===== config.mk =====
export PLATFORM = sky130hd
export DESIGN_NAME = tlb_xlate
export DESIGN_NICKNAME = d
export VERILOG_FILES = /design/src/rtl/tlb_xlate.sv
export SDC_FILE = /design/constraint.sdc
export NUM_CORES = 1
export LEC_CHECK = 0
export BUFFER_PORTS_ARGS = -buffer_cell sky130_fd_sc_hd__buf_2
export CAP_MARGIN = 10
export CORE_ASPECT_RATIO = 1.5
export CORE_MARGIN = 5
export CORE_UTILIZATION = 55
export CTS_BUF_LIST = sky130_fd_sc_hd__clkbuf_16
export DETAILED_ROUTE_END_ITERATION = 6
export PLACE_DENSITY_LB_ADDON = 0.08
export SLEW_MARGIN = 10
export SYNTH_ARGS = -nofsm -noshare
export SYNTH_HDL_FRONTEND = slang
export SYNTH_SLANG_ARGS = --single-unit

===== constraint.sdc =====
create_clock -name clk -period 8.5 [get_ports clk]
set_input_delay 2.55 -clock clk [delete_from_list [all_inputs] [get_ports clk]]
set_output_delay 2.55 -clock clk [all_outputs]
set_load 0.01 [all_outputs]

===== src/rtl/tlb_xlate.sv =====
module tlb_xlate #(
  parameter int ENTRIES = 16,
  parameter int VA_W    = 32,
  parameter int PA_W    = 30,
  parameter int OFF_W   = 12
) (
  input  logic                   clk,
  input  logic                   rst_n,
  input  logic                   flush_i,
  input  logic                   lk_valid_i,
  input  logic                   lk_write_i,
  input  logic [VA_W-1:0]        lk_vaddr_i,
  output logic                   lk_hit_o,
  output logic                   lk_miss_o,
  output logic                   lk_prot_o,
  output logic [PA_W-1:0]        lk_paddr_o,
  output logic                   lk_ref_o,
  output logic                   lk_dirty_o,
  input  logic                   fill_valid_i,
  input  logic [VA_W-OFF_W-1:0]  fill_vpn_i,
  input  logic [PA_W-OFF_W-1:0]  fill_ppn_i,
  input  logic                   fill_wr_ok_i
);
  localparam int VPN_W = VA_W - OFF_W;
  localparam int PPN_W = PA_W - OFF_W;
  localparam int IDX_W = $clog2(ENTRIES);

  logic [VPN_W-1:0]   tag_q [ENTRIES];
  logic [PPN_W-1:0]   ppn_q [ENTRIES];
  logic [ENTRIES-1:0] vld_q, ref_q, dirty_q, wok_q;
  logic [IDX_W-1:0]   rot_q;

  logic [ENTRIES-1:0] match_v;
  logic [IDX_W-1:0]   hit_idx, free_idx, victim;
  logic               any_match, denied, all_full;

  for (genvar g = 0; g < ENTRIES; g++) begin : g_cmp
    assign match_v[g] = vld_q[g] && (tag_q[g] == lk_vaddr_i[VA_W-1:OFF_W]);
  end

  always_comb begin
    hit_idx  = '0;
    free_idx = '0;
    for (int i = ENTRIES - 1; i >= 0; i--) begin
      if (match_v[i]) hit_idx  = IDX_W'(i);
      if (!vld_q[i])  free_idx = IDX_W'(i);
    end
  end

  assign any_match  = |match_v;
  assign all_full   = &vld_q;
  assign victim     = all_full ? rot_q : free_idx;
  assign denied     = lk_write_i && !wok_q[hit_idx];
  assign lk_miss_o  = lk_valid_i && !any_match;
  assign lk_prot_o  = lk_valid_i && any_match && denied;
  assign lk_hit_o   = lk_valid_i && any_match && !denied;
  assign lk_paddr_o = lk_hit_o ? {ppn_q[hit_idx], lk_vaddr_i[OFF_W-1:0]} : '0;
  assign lk_ref_o   = lk_valid_i && any_match && ref_q[hit_idx];
  assign lk_dirty_o = lk_valid_i && any_match && dirty_q[hit_idx];

  always_ff @(posedge clk) begin
    if (!rst_n) begin
      vld_q   <= '0;
      ref_q   <= '0;
      dirty_q <= '0;
      wok_q   <= '0;
      rot_q   <= '0;
    end else if (flush_i) begin
      vld_q <= '0;
    end else begin
      if (lk_hit_o) begin
        ref_q[hit_idx] <= 1'b1;
        if (lk_write_i) dirty_q[hit_idx] <= 1'b1;
      end
      if (fill_valid_i) begin
        vld_q[victim]   <= 1'b1;
        ref_q[victim]   <= 1'b0;
        dirty_q[victim] <= 1'b0;
        wok_q[victim]   <= fill_wr_ok_i;
        if (all_full) rot_q <= rot_q + IDX_W'(1);
      end
    end
  end

  always_ff @(posedge clk) begin
    if (fill_valid_i && !flush_i) begin
      tag_q[victim] <= fill_vpn_i;
      ppn_q[victim] <= fill_ppn_i;
    end
  end
endmodule


# Yosys cells after proc, flatten, opt, wreduce, memory -nomap -nowiden
# Memories as Yosys holds them, arrays and structs flattened.
# Cells that the tools add are included.
# word_totals
in_bits	77
reg_bits	68
elab_cells	127
memories	2
ramBits	608
output_inout_bits	35
# memory_table
memory	words	width	read_ports	rd_ports_with_merged_regs	write_ports	line_no	source
tag_q	16	20	16	0	1	28	logic [VPN_W-1:0] tag_q [ENTRIES];
ppn_q	16	18	1	0	1	29	logic [PPN_W-1:0] ppn_q [ENTRIES];
# op_classes
reduce_logical	35
mux	56
n_bitwise	8
n_addsub	1
eq_ne	16
magnitude_cmp	4
# ops
op	count
20-bit == test	16
16-bit two-way mux	9
4-bit two-way mux	33
16-bit bitwise OR	3
16-bit bitwise AND	2
30-bit two-way mux	1
1-bit logical AND	26
18-bit AND reduction	1
16-bit bitwise mux	1
16-bit NOT	1
16-bit AND reduction	1
16-bit OR reduction	1
1-bit binary-select mux with 4-bit select	3
4-bit by 5-bit less-than comparator with 1-bit output (second input constant)	2
1-bit demux with 4-bit select	2
4-bit by 1-bit >= comparator with 1-bit output (second input constant)	2
1-bit two-way mux	7
4-bit by 1-bit adder with 4-bit output (second input constant)	1
1-bit logical NOT	4
1-bit NOT	2
2-bit AND reduction	1
2-bit OR reduction	1

# Longest topological paths before layout
# Gate-level depths: netlist of run 1.
# logic_depth
depth_word	29
ltp_mapped	17
depth_no_buf	12

# Worst setup path before layout of run 1
# OpenSTA, ideal clock, no wires.
# synth_timing
path_type	input to output
start	input port lk_vaddr_i[17]
end	output port lk_dirty_o
path_buffers	5
path_slack_ns	0.066
cell_stages	16
t_required_ns	5.950
arrival_time_ns	5.884
cell_sequence	buf_2 buf_2 xnor2_1 nand4_1 nor4_2 nand2_1 a311oi_2 nor3_2 nor3_1 buf_2 buf_4 buf_4 a211oi_1 a21oi_1 o22ai_1 a2111oi_0
# synth_via
elab_chain_len	21
elab_cells_between_ends	53
classes_between	eq/ne (16); mux (18); reduce/logical (19)
# synth_lines
element	line_no	source
start, declared	12	input logic [VA_W-1:0] lk_vaddr_i,
20-bit == test	38	assign match_v[g] = vld_q[g] && (tag_q[g] == lk_vaddr_i[VA_W-1:OFF_W]);
1-bit logical AND	38	
4-bit two-way mux (16 in a row)	45	if (match_v[i]) hit_idx = IDX_W'(i);
1-bit binary-select mux with 4-bit select	59	assign lk_dirty_o = lk_valid_i && any_match && dirty_q[hit_idx];
1-bit two-way mux (implied by the code)	59	
1-bit logical AND (*)	59	
end, declared	18	output logic lk_dirty_o,
# Every way passes the cells marked *; elsewhere a longest branch is shown, timed or not. The select of a mux whose other input is x is not followed.

# Final worst setup path of run 1
# layout_timing
start	input port lk_vaddr_i[27]
end	output port lk_paddr_o[25]
# layout_via
elab_chain_len	25
elab_cells_between_ends	58
classes_between	eq/ne (16); mux (19); reduce/logical (22); memory (1)
# layout_lines
element	line_no	source
20-bit == test	38	
1-bit logical AND	38	
4-bit two-way mux (16 in a row)	45	
1-bit binary-select mux with 4-bit select	53	assign denied = lk_write_i && !wok_q[hit_idx];
1-bit two-way mux (implied by the code)	53	
1-bit logical NOT	53	
1-bit logical AND	53	
1-bit logical NOT	56	assign lk_hit_o = lk_valid_i && any_match && !denied;
1-bit logical AND	56	
30-bit two-way mux (*)	57	assign lk_paddr_o = lk_hit_o ? {ppn_q[hit_idx], lk_vaddr_i[OFF_W-1:0]} : '0;
end, declared	16	output logic [PA_W-1:0] lk_paddr_o,
# Marked as above.

==> results of run 1 <==
## worst max-delay path, cell delays in order
cell and delay (ns):
clkbuf_4 0.16, buf_12 0.17, xnor2_1 0.15, nand4_1 0.23, nor4_4 0.39, buf_4 0.18, nand4b_1 0.19, buf_6 0.21
buf_6 0.12, nand3b_4 0.09, a211oi_4 0.07, buf_4 0.15, nor2_4 0.15, buf_6 0.14, mux2i_4 0.23, o21ai_4 0.07
a211oi_4 0.31, a21oi_4 0.11, buf_6 0.16, buf_12 0.13, and4bb_1 0.20, buf_2 0.14
## synth_stat cells (all sizes together) (18+ instances only)
cell,count
clkbuf,53
a21oi,82
nand2,104
nor2,100
edfxtp,608
nor4,32
dfxtp,68
or3,20
nor2b,46
nand4,122
inv,22
o21a,27
xor2,57
xnor2,266
o41ai,18
a211oi,26
nand3,60
o21ai,94
buf,66
and2,26
nor3,49
mux2i,71
## per-layer routing
layer | track usage, % | vias up | share of wire, %
met5 | 0 | - | 0.014
met4 | 19.8 | 2 | 7.2
met3 | 3.87 | 268 | 5.8
met2 | 57.2 | 914 | 52
met1 | 36.0 | 10398 | 35
li1 | - | 9206 | -
## where the power goes
group          leakage, uW  switching, uW  internal (uW)
logic              0.00630            260            193
registers          0.00602           5.01           3630
clock network      0.00101           1240           1440
total               0.0133           1500           5260
## worst min-delay path by stage
stage	from	to	slack, ns	cells after the start
detailed placement	ref_q[5]$_SDFFE_PN0N_	ref_q[5]$_SDFFE_PN0N_	0.44	2
floorplan	dirty_q[0]$_SDFFE_PN0N_	dirty_q[0]$_SDFFE_PN0N_	0.41	2
global route	ref_q[12]$_SDFFE_PN0N_	ref_q[12]$_SDFFE_PN0N_	0.48	1
CTS	ref_q[5]$_SDFFE_PN0N_	ref_q[5]$_SDFFE_PN0N_	0.45	2
finish	ref_q[5]$_SDFFE_PN0N_	ref_q[5]$_SDFFE_PN0N_	0.45	2
global placement	ref_q[5]$_SDFFE_PN0N_	ref_q[5]$_SDFFE_PN0N_	0.43	2
## cells by family (layout without fill, tap and decap cells)
family                   count (synthesis)  count (layout)  synth area share (%)
AO/OA/AOI/OAI                          316             316                  7.39
XOR/XNOR                               323             323                  9.72
adder cells (fa/ha/maj)                  1               1                0.0421
buffers and inverters                  141             689                  2.29
flip-flops                             676             676                  66.0
multiplexers                            79              79                  2.69
AND/OR/NAND/NOR                        641             641                  11.9
## sequential cells by signal, summed over array words and instances (netlist names)
register / cells
wok_q: 16
ppn_q: 288
dirty_q: 16
vld_q: 16
rot_q: 4
tag_q: 320
ref_q: 16
## layout make-up
| class | instances | area (um2) |
|---|---|---|
| multi-input combinational | 1360 | 10600 |
| tap | 689 | 862 |
| clock buffer | 67 | 1680 |
| clock inverter | 48 | 249 |
| sequential | 676 | 19600 |
| fill | 3700 | 15700 |
| inverter | 22 | 82.6 |
| timing repair buffer | 552 | 4850 |
## metrics by stage
stage,instances,power [uW]
2_1_floorplan,2177,3870
4_1_cts,3373,6780
6_report,3414,6770
3_5_place_dp,3236,4110
3_3_place_gp,3236,4100
5_1_grt,3414,6950
## repair_timing
action                                  in CTS  in global routing
endpoints found under the setup margin      34                 34
resized for setup                          163                123
pin swaps                                   28                 48
gates cloned                                 1                  6
setup buffers                               21                 37
==> impl_metrics.json, run 1 <==
{
  "grt_max_degree": 53,
  "worstPathRequired_ns": 5.95,
  "portBuffers": 111,
  "crit_path_end": "lk_paddr_o[25]",
  "fmax_ghz": 0.113,
  "drv_cap": 0,
  "end_kind": "primary output",
  "ys_ff_latch": 676,
  "yosys_warnings": 0,
  "root_buffer": "clkbuf_16",
  "antenna_found_initial": 1,
  "p_per_area_mw_per_mm2": 178,
  "min_period_ns": 8.86,
  "cts_hold_buffers": 0,
  "clock_path_buffers": 3,
  "diodes": 0,
  "overflow": 0,
  "crit_fanout": 10,
  "antenna_left": 0,
  "vias_per_cell": 6.09,
  "synth-edff-count": 608,
  "cts_tree": "built",
  "arrival_ns": 6.31,
  "failed_checks": "negative setup slack",
  "drc": 0,
  "final_common_cell": "edfxtp_1",
  "finalCritPeriodShare_pct": 104,
  "hold_viol_final": 0,
  "synth_area_leaders": "edfxtp_1 61%, xnor2_1 7.6%, dfxtp_1 4.6%",
  "rrSetupSlack_ns": 4.34,
  "leakage_uw": 0.0133,
  "layout_common_cells": "608 x edfxtp_1, 365 x buf_4, 193 x xnor2_1, 122 x nand4_1, 100 x nand2_1",
  "yosys.area.top_type": "edfxtp_1",
  "fin_nets": 2757,
  "yosysSeqAreaShare_pct": 66.0,
  "rsz0062_at_grt": "true",
  "area_growth_pct": 27.6,
  "drive_gt1_share_pct": 31.3,
  "initial_utilization_pct": 55.5,
  "ir_drop_v": 0.000198,
  "cts.sinks": 676,
  "clkTransAtPathRegs_ns": 0.06,
  "design_area_mm2": 0.0379,
  "drv_slew": 0,
  "worstSetupStartpointType": "primary input",
  "die_x_um": 200,
  "outcome": "finished, violations left",
  "dp.final_hpwl_um": 62800,
  "cts_buffers": 67,
  "firstDrtPassIters": 5,
  "skew_ns": 0.0249,
  "post-route-util_pct": 70.8,
  "wl_per_cell_um": 28.1,
  "drt_iter0_drc": 1477,
  "path_class": "primary input to primary output",
  "core_area_mm2": 0.0536,
  "h-tree-depth": 3,
  "r2r-end": "tag_q[6][11]$_DFFE_PP_",
  "r2r_cells": 10,
  "dpl_cell_area_mm2": 0.0340,
  "r2r_start": "vld_q[15]$_SDFFE_PP0P_",
  "relSlewSlack_pct": 19.6,
  "vias": 20788,
  "die_h_um": 295,
  "worst_pin_slew_ns": 1.21,
  "setup_viol": 34,
  "post-place-ws_ns": -0.692,
  "syn_nets": 2255,
  "setup_slack_ns": -0.362,
  "syn_area_per_cell_um2": 13.7,
  "netlist.area_leader.share_pct": 61.4,
  "yosys.cell_types.count": 81,
  "place_congestion": 0.958,
  "io_pins": 112,
  "fin_tns_setup_ns": -10.01,
  "wl_um": 96000,
  "async_flop_share_pct": 0,
  "grt_pass1_vias": 21523,
  "die_area_mm2": 0.0589,
  "startpoint": "lk_vaddr_i[27]",
  "synthesis.area_mm2": 0.0297,
  "grtUsageTotal_pct": 32.0,
  "grt_pass1_wl_um": 137000,
  "synthCells": 2177,
  "min_path_type": "flop to flop",
  "holdWs_ns": 0.451,
  "clk_latency_ns": 0.62,
  "ys.flop_type": "edfxtp_1",
  "rows": 104
}
Power figures use the tool's default switching activity.
==> run 2: changes to the inputs <==
--- a/config.mk
+++ b/config.mk
@@ -6,7 +6,6 @@
 export NUM_CORES = 1
 export LEC_CHECK = 0
 export BUFFER_PORTS_ARGS = -buffer_cell sky130_fd_sc_hd__buf_2
-export CAP_MARGIN = 10
 export CORE_ASPECT_RATIO = 1.5
 export CORE_MARGIN = 5
 export CORE_UTILIZATION = 55
==> constraint.sdc (replaced) <==
create_clock -name clk -period 8 [get_ports clk]
set_input_delay 2.4 -clock clk [delete_from_list [all_inputs] [get_ports clk]]
set_output_delay 2.4 -clock clk [all_outputs]
set_load 0.01 [all_outputs]
==> run 2 against run 1 <==
Net effect: the flow still finishes with violations (negative setup slack); design area is 0.68% higher; sequential share of layout area is 0.35 points lower; flip-flop and latch count stayed put; wire length is 2.5% higher; critical path depth is 2 lower; count of clock-buffer cells in the layout is 6 lower; final cell count is 1.1% lower; critical endpoint is now lk_paddr_o[20]; largest cell class unchanged.
==> impl_metrics.json, run 2 (synthesized netlist as in run 1, its figures left out) <==
{
  "grt_pass1_wl_um": 139000,
  "relSlewSlack_pct": 15.6,
  "cpMaxStageDelayCell": "mux2_4",
  "cts.sinks": 676,
  "area_growth_pct": 28.5,
  "firstDrtPassIters": 5,
  "cp_cell_sequence": "clkbuf_4, buf_12, xnor2_4, nand4_1, nor4_4, buf_4, nand4b_1, buf_6, buf_12, nand4_1, nor3_4, buf_4, nor3_4, mux2_4, o21ai_4, a211oi_4, a21oi_4, buf_12, o2111a_1, buf_2",
  "setup_viol": 34,
  "diodes": 0,
  "drive_gt1_share_pct": 31.8,
  "grtUsageTotal_pct": 32.7,
  "final_common_cell": "edfxtp_1",
  "rsz0062_at_grt": "true",
  "met2_length_um": 50700,
  "clock_path_buffers": 3,
  "drv_slew": 0,
  "vias_per_cell": 6.16,
  "failed_checks": "negative setup slack",
  "portBuffers": 111,
  "p_per_area_mw_per_mm2": 192,
  "vias": 20783,
  "setup_slack_ns": -0.463,
  "die_area_mm2": 0.0589,
  "fin_nets": 2715,
  "fmax_ghz": 0.118,
  "drc": 0,
  "leakage_uw": 0.0134,
  "drv_cap": 0,
  "place_congestion": 0.987,
  "finalCritPeriodShare_pct": 106,
  "regMostFlops": "tag_q",
  "crit_fanout": 19,
  "met3WireLength_um": 5360,
  "crit_buf_inv": 8,
  "min_period_ns": 8.46,
  "cp_top_family": "buffers and inverters",
  "reg_top3": "tag_q x320, ppn_q x288",
  "initial_utilization_pct": 55.5,
  "root_buffer": "clkbuf_16",
  "io_pins": 112,
  "clk_latency_ns": 0.64,
  "wl_per_cell_um": 29.1,
  "worst_pin_slew_ns": 1.27,
  "largest_reg_flops": 320,
  "worstSetupStartpointType": "primary input",
  "holdWs_ns": 0.447,
  "cts_tree": "built",
  "die_x_um": 200,
  "cpMostUsedCell": "buf_12",
  "die_h_um": 295,
  "grt_max_degree": 53,
  "ir_drop_v": 0.000239,
  "wl_met1_um": 34100,
  "antenna_found_initial": 2,
  "outcome": "finished, violations left",
  "core_area_mm2": 0.0536,
  "drt_iter0_drc": 1690,
  "arrival_ns": 6.06,
  "crit_path_max_incr_delay_ns": 0.34,
  "dp.final_hpwl_um": 62400,
  "instances_no_fill": 3375,
  "dp_cells": 3201,
  "h-tree-depth": 2,
  "path_class": "primary input to primary output",
  "worstPathRequired_ns": 5.60,
  "min_path_type": "flop to flop",
  "routed.top_layer": "met5",
  "rows": 104,
  "clkTransAtPathRegs_ns": 0.06,
  "hold_viol_final": 0,
  "grt_pass1_vias": 21264,
  "fin_tns_setup_ns": -12.72,
  "end_kind": "primary output",
  "antenna_left": 0,
  "cts_buffers": 61,
  "overflow": 0,
  "skew_ns": 0.0166,
  "wl_um": 98400,
  "layout_common_cells": "608 x edfxtp_1, 320 x buf_4, 173 x xnor2_1, 122 x nand4_1, 98 x nand2_1"
}
run 2: cell types whose count changed in the layout (fill, tap and decap cells not counted), sizes merged:
cell and change:
bufinv +8, clkbuf -11, clkinv +6, clkinvlp +1, buf -35, bufbuf +4
inv -12
run 2: final cells by class:
type	count	area (um2)
Tap cell	689	862
Clock buffer	61	1530
Fill cell	3639	15400
Multi-Input combinational cell	1360	11000
Sequential cell	676	19600
Inverter	22	82.6
Clock inverter	51	468
Timing Repair Buffer	516	4680
run 2: power breakdown:
group / total (uW) / leakage, uW / switching (uW) / internal, uW
sequential: 3860 / 0.00602 / 5.63 / 3850
clock: 2970 / 0.00101 / 1320 / 1650
combinational: 509 / 0.00633 / 291 / 218
total: 7340 / 0.0134 / 1620 / 5720
run 2: metrics by stage:
step           utilization (%)  total power [uW]  cell area (um2)  setup WS [ns]
2_1_floorplan                -              4120            29700         0.0300
3_3_place_gp              62.8              4350            33700         -0.953
3_5_place_dp              62.8              4360            33700         -0.826
4_1_cts                   69.9              7330            37500         -0.350
5_1_grt                   71.2              7520            38200         -0.528
6_report                  71.2              7340            38200         -0.463
run 2: path summary, 6_finish.rpt:
| path | from | endpoint | cells after the start | slack (ns) |
|---|---|---|---|---|
| min | ref_q[11]$_SDFFE_PN0N_ | ref_q[11]$_SDFFE_PN0N_ | 2 | 0.45 |
| max | lk_vaddr_i[29] | lk_paddr_o[20] | 20 | -0.46 |
| max reg2reg | vld_q[15]$_SDFFE_PP0P_ | tag_q[6][16]$_DFFE_PP_ | 10 | 3.78 |
| min reg2reg | ref_q[11]$_SDFFE_PN0N_ | ref_q[11]$_SDFFE_PN0N_ | 2 | 0.45 |
run 2: tightest hold or removal path, cell delays in order, from the launching register on:
cell and delay [ns]:
dfxtp_1 0.31, inv_1 0.05, a21oi_1 0.05
run 2: what timing repair did:
action                                  in CTS  in global routing
setup buffers                               33                 18
gates resized for setup                    246                 95
cloned                                      11                  2
pin swaps                                   71                 32
endpoints found under the setup margin      34                 34
hold buffers                                 0                  0
run 2: metal layers:
| layer | vias up | track usage (%) |
|---|---|---|
| li1 | 9119 | - |
| met1 | 10388 | 36.4 |
| met5 | - | 0 |
| met3 | 341 | 4.14 |
| met4 | 4 | 21.8 |
| met2 | 931 | 58.0 |
==> run 3: changes to the inputs <==
--- a/config.mk
+++ b/config.mk
@@ -12,6 +12,7 @@
 export CTS_BUF_LIST = sky130_fd_sc_hd__clkbuf_16
 export DETAILED_ROUTE_END_ITERATION = 6
 export PLACE_DENSITY_LB_ADDON = 0.08
+export SETUP_SLACK_MARGIN = 0.5
 export SLEW_MARGIN = 10
 export SYNTH_ARGS = -nofsm -noshare
 export SYNTH_HDL_FRONTEND = slang
==> run 3 against run 2 <==
Net effect: the flow still finishes with violations (negative setup slack); first-iteration DRC count down 0.41%; final cell count up 1.2%; via count up 2.4%; sequential power about the same; flip-flop and latch count unchanged; maximum frequency down 0.22%; clock skew up 0.011 ns; count of clock-buffer cells in the layout unchanged; die area unchanged; largest cell class unchanged.
==> impl_metrics.json, run 3 (synthesized netlist as in run 1, its figures left out) <==
{
  "clock_path_buffers": 3,
  "layout_common_cells": "608 x edfxtp_1, 352 x buf_4, 160 x xnor2_1, 122 x nand4_1, 97 x nand2_1",
  "failed_checks": "negative setup slack",
  "clk_latency_ns": 0.65,
  "nFillCells": 3560,
  "min_to": "dirty_q[5]$_SDFFE_PN0N_",
  "vias": 21272,
  "relSlewSlack_pct": 23.8,
  "hold_path_depth": 2,
  "hp-start": "dirty_q[5]$_SDFFE_PN0N_",
  "cts_tree": "built",
  "path_class": "primary input to primary output",
  "crit_path_max_incr_delay_ns": 0.54,
  "grt_pass1_wl_um": 140000,
  "worstSetupStartpointType": "primary input",
  "cpMaxStageDelayCell": "or4bb_1",
  "wl_um": 101000,
  "reg_top3": "tag_q x320, ppn_q x288",
  "dp.final_hpwl_um": 64100,
  "initial_utilization_pct": 55.5,
  "portBuffers": 111,
  "cts_buffers": 61,
  "cts_hold_buffers": 0,
  "antenna_left": 0,
  "min_period_ns": 8.48,
  "post-route-util_pct": 72.1,
  "crit_fanout": 7,
  "largest_reg_flops": 320,
  "holdWs_ns": 0.460,
  "instances_no_fill": 3416,
  "drt_iter0_drc": 1683,
  "final_common_cell": "edfxtp_1",
  "rrSetupSlack_ns": 3.94,
  "crit_buf_inv": 6,
  "grt_max_degree": 53,
  "antenna_found_initial": 2,
  "r2r-end": "dirty_q[9]$_SDFFE_PN0N_",
  "p_per_area_mw_per_mm2": 191,
  "cpMostUsedCell": "buf_4",
  "r2r_cells": 16,
  "grtUsageTotal_pct": 33.2,
  "cp_cell_sequence": "buf_12, buf_4, xnor2_2, nand2_1, or4bb_1, or4_4, nand3b_4, a211oi_4, buf_4, nor2_4, mux2i_2, o21ai_4, a211oi_4, a21oi_4, buf_12, buf_4, o2111a_1, buf_2",
  "grt_pass1_vias": 21201,
  "setup_viol": 34,
  "cts.sinks": 676,
  "rsz0062_at_grt": "true",
  "hold_viol_final": 0,
  "drv_cap": 0,
  "cp_top_family": "simple AND/OR/NAND/NOR gates",
  "drv_slew": 0,
  "finalCritPeriodShare_pct": 106,
  "setup_slack_ns": -0.482,
  "regMostFlops": "tag_q",
  "fmax_ghz": 0.118,
  "min_path_type": "flop to flop",
  "wl_per_cell_um": 29.7,
  "area_growth_pct": 30.0,
  "io_pins": 112,
  "die_h_um": 295,
  "die_x_um": 200,
  "dp_cells": 3224,
  "skew_ns": 0.0271,
  "place_congestion": 0.990,
  "r2r_start": "tag_q[8][6]$_DFFE_PP_",
  "firstDrtPassIters": 5,
  "core_area_mm2": 0.0536,
  "fin_tns_setup_ns": -15.13,
  "drc": 0,
  "drive_gt1_share_pct": 33.2,
  "die_area_mm2": 0.0589,
  "root_buffer": "clkbuf_16",
  "post-place-ws_ns": -0.752,
  "ir_drop_v": 0.000212,
  "arrival_ns": 6.08,
  "worst_pin_slew_ns": 1.14,
  "worstPathRequired_ns": 5.60,
  "clkTransAtPathRegs_ns": 0.06,
  "fin_nets": 2751,
  "overflow": 0,
  "outcome": "finished, violations left",
  "h-tree-depth": 2,
  "rows": 104,
  "end_kind": "primary output",
  "leakage_uw": 0.0136,
  "vias_per_cell": 6.23
}
run 3: cell count changes in the layout (fill, tap and decap cells not counted), sizes merged, moves of 2 or more:
cell,before,now
buf,509,541
bufbuf,4,2
clkbuf,64,70
clkinv,26,28
run 3: what timing repair did:
item                       4_1_cts  5_1_grt
pin swaps                       36       59
hold endpoints to repair         0        0
gates cloned                     6        9
resized for setup              202      145
setup buffers                   31       29
setup endpoints to repair       35       35
run 3: cell type report:
cell class | instances | area (um2) | area share (%)
diodes | 1 | 2.50 | 0.00647
multi-input cells | 1360 | 11000 | 28.5
clock buffers | 61 | 1530 | 3.95
inverters | 22 | 82.6 | 0.214
repair buffers | 552 | 5020 | 13.0
flip-flops and latches | 676 | 19600 | 50.8
well taps | 689 | 862 | 2.23
clock inverters | 55 | 518 | 1.34
run 3: worst max-delay path by stage:
stage,from,end,slack [ns],cells after the start
after floorplan,lk_vaddr_i[14],lk_paddr_o[13],0.12,14
after global placement,lk_vaddr_i[31],lk_paddr_o[20],-0.74,21
after detailed placement,lk_vaddr_i[20],lk_paddr_o[20],-0.75,19
after CTS,lk_vaddr_i[31],lk_paddr_o[20],-0.40,21
after global routing,lk_vaddr_i[26],lk_paddr_o[28],-0.58,21
final,lk_vaddr_i[18],lk_paddr_o[28],-0.48,18
run 3: stage by stage:
step	total power, uW	cell area (um2)
4_1_cts	7380	37400
2_1_floorplan	4120	30000
6_report	7400	38600
3_3_place_gp	4360	33900
3_5_place_dp	4370	33900
5_1_grt	7580	38600
run 3: where the power goes:
group          internal (uW)  leakage [uW]  total [uW]  switching, uW
Clock                   1690       0.00103        3030           1340
Sequential              3850       0.00602        3860           5.28
Combinational            221       0.00660         513            292
Total                   5760        0.0136        7400           1640
run 3: per-layer routing:
metal / vias to the layer above / track usage [%] / part of all wire (%)
li1: 9200 / - / -
met1: 10554 / 37.9 / 34
met2: 1160 / 58.5 / 52
met3: 358 / 4.30 / 6.6
met4: 0 / 20.8 / 8.0
met5: - / 0 / 0
run 3: worst min-delay path: stages, from the launching register on:
cell and delay (ns):
dfxtp_1 0.33, nand2_1 0.06, o41ai_2 0.04
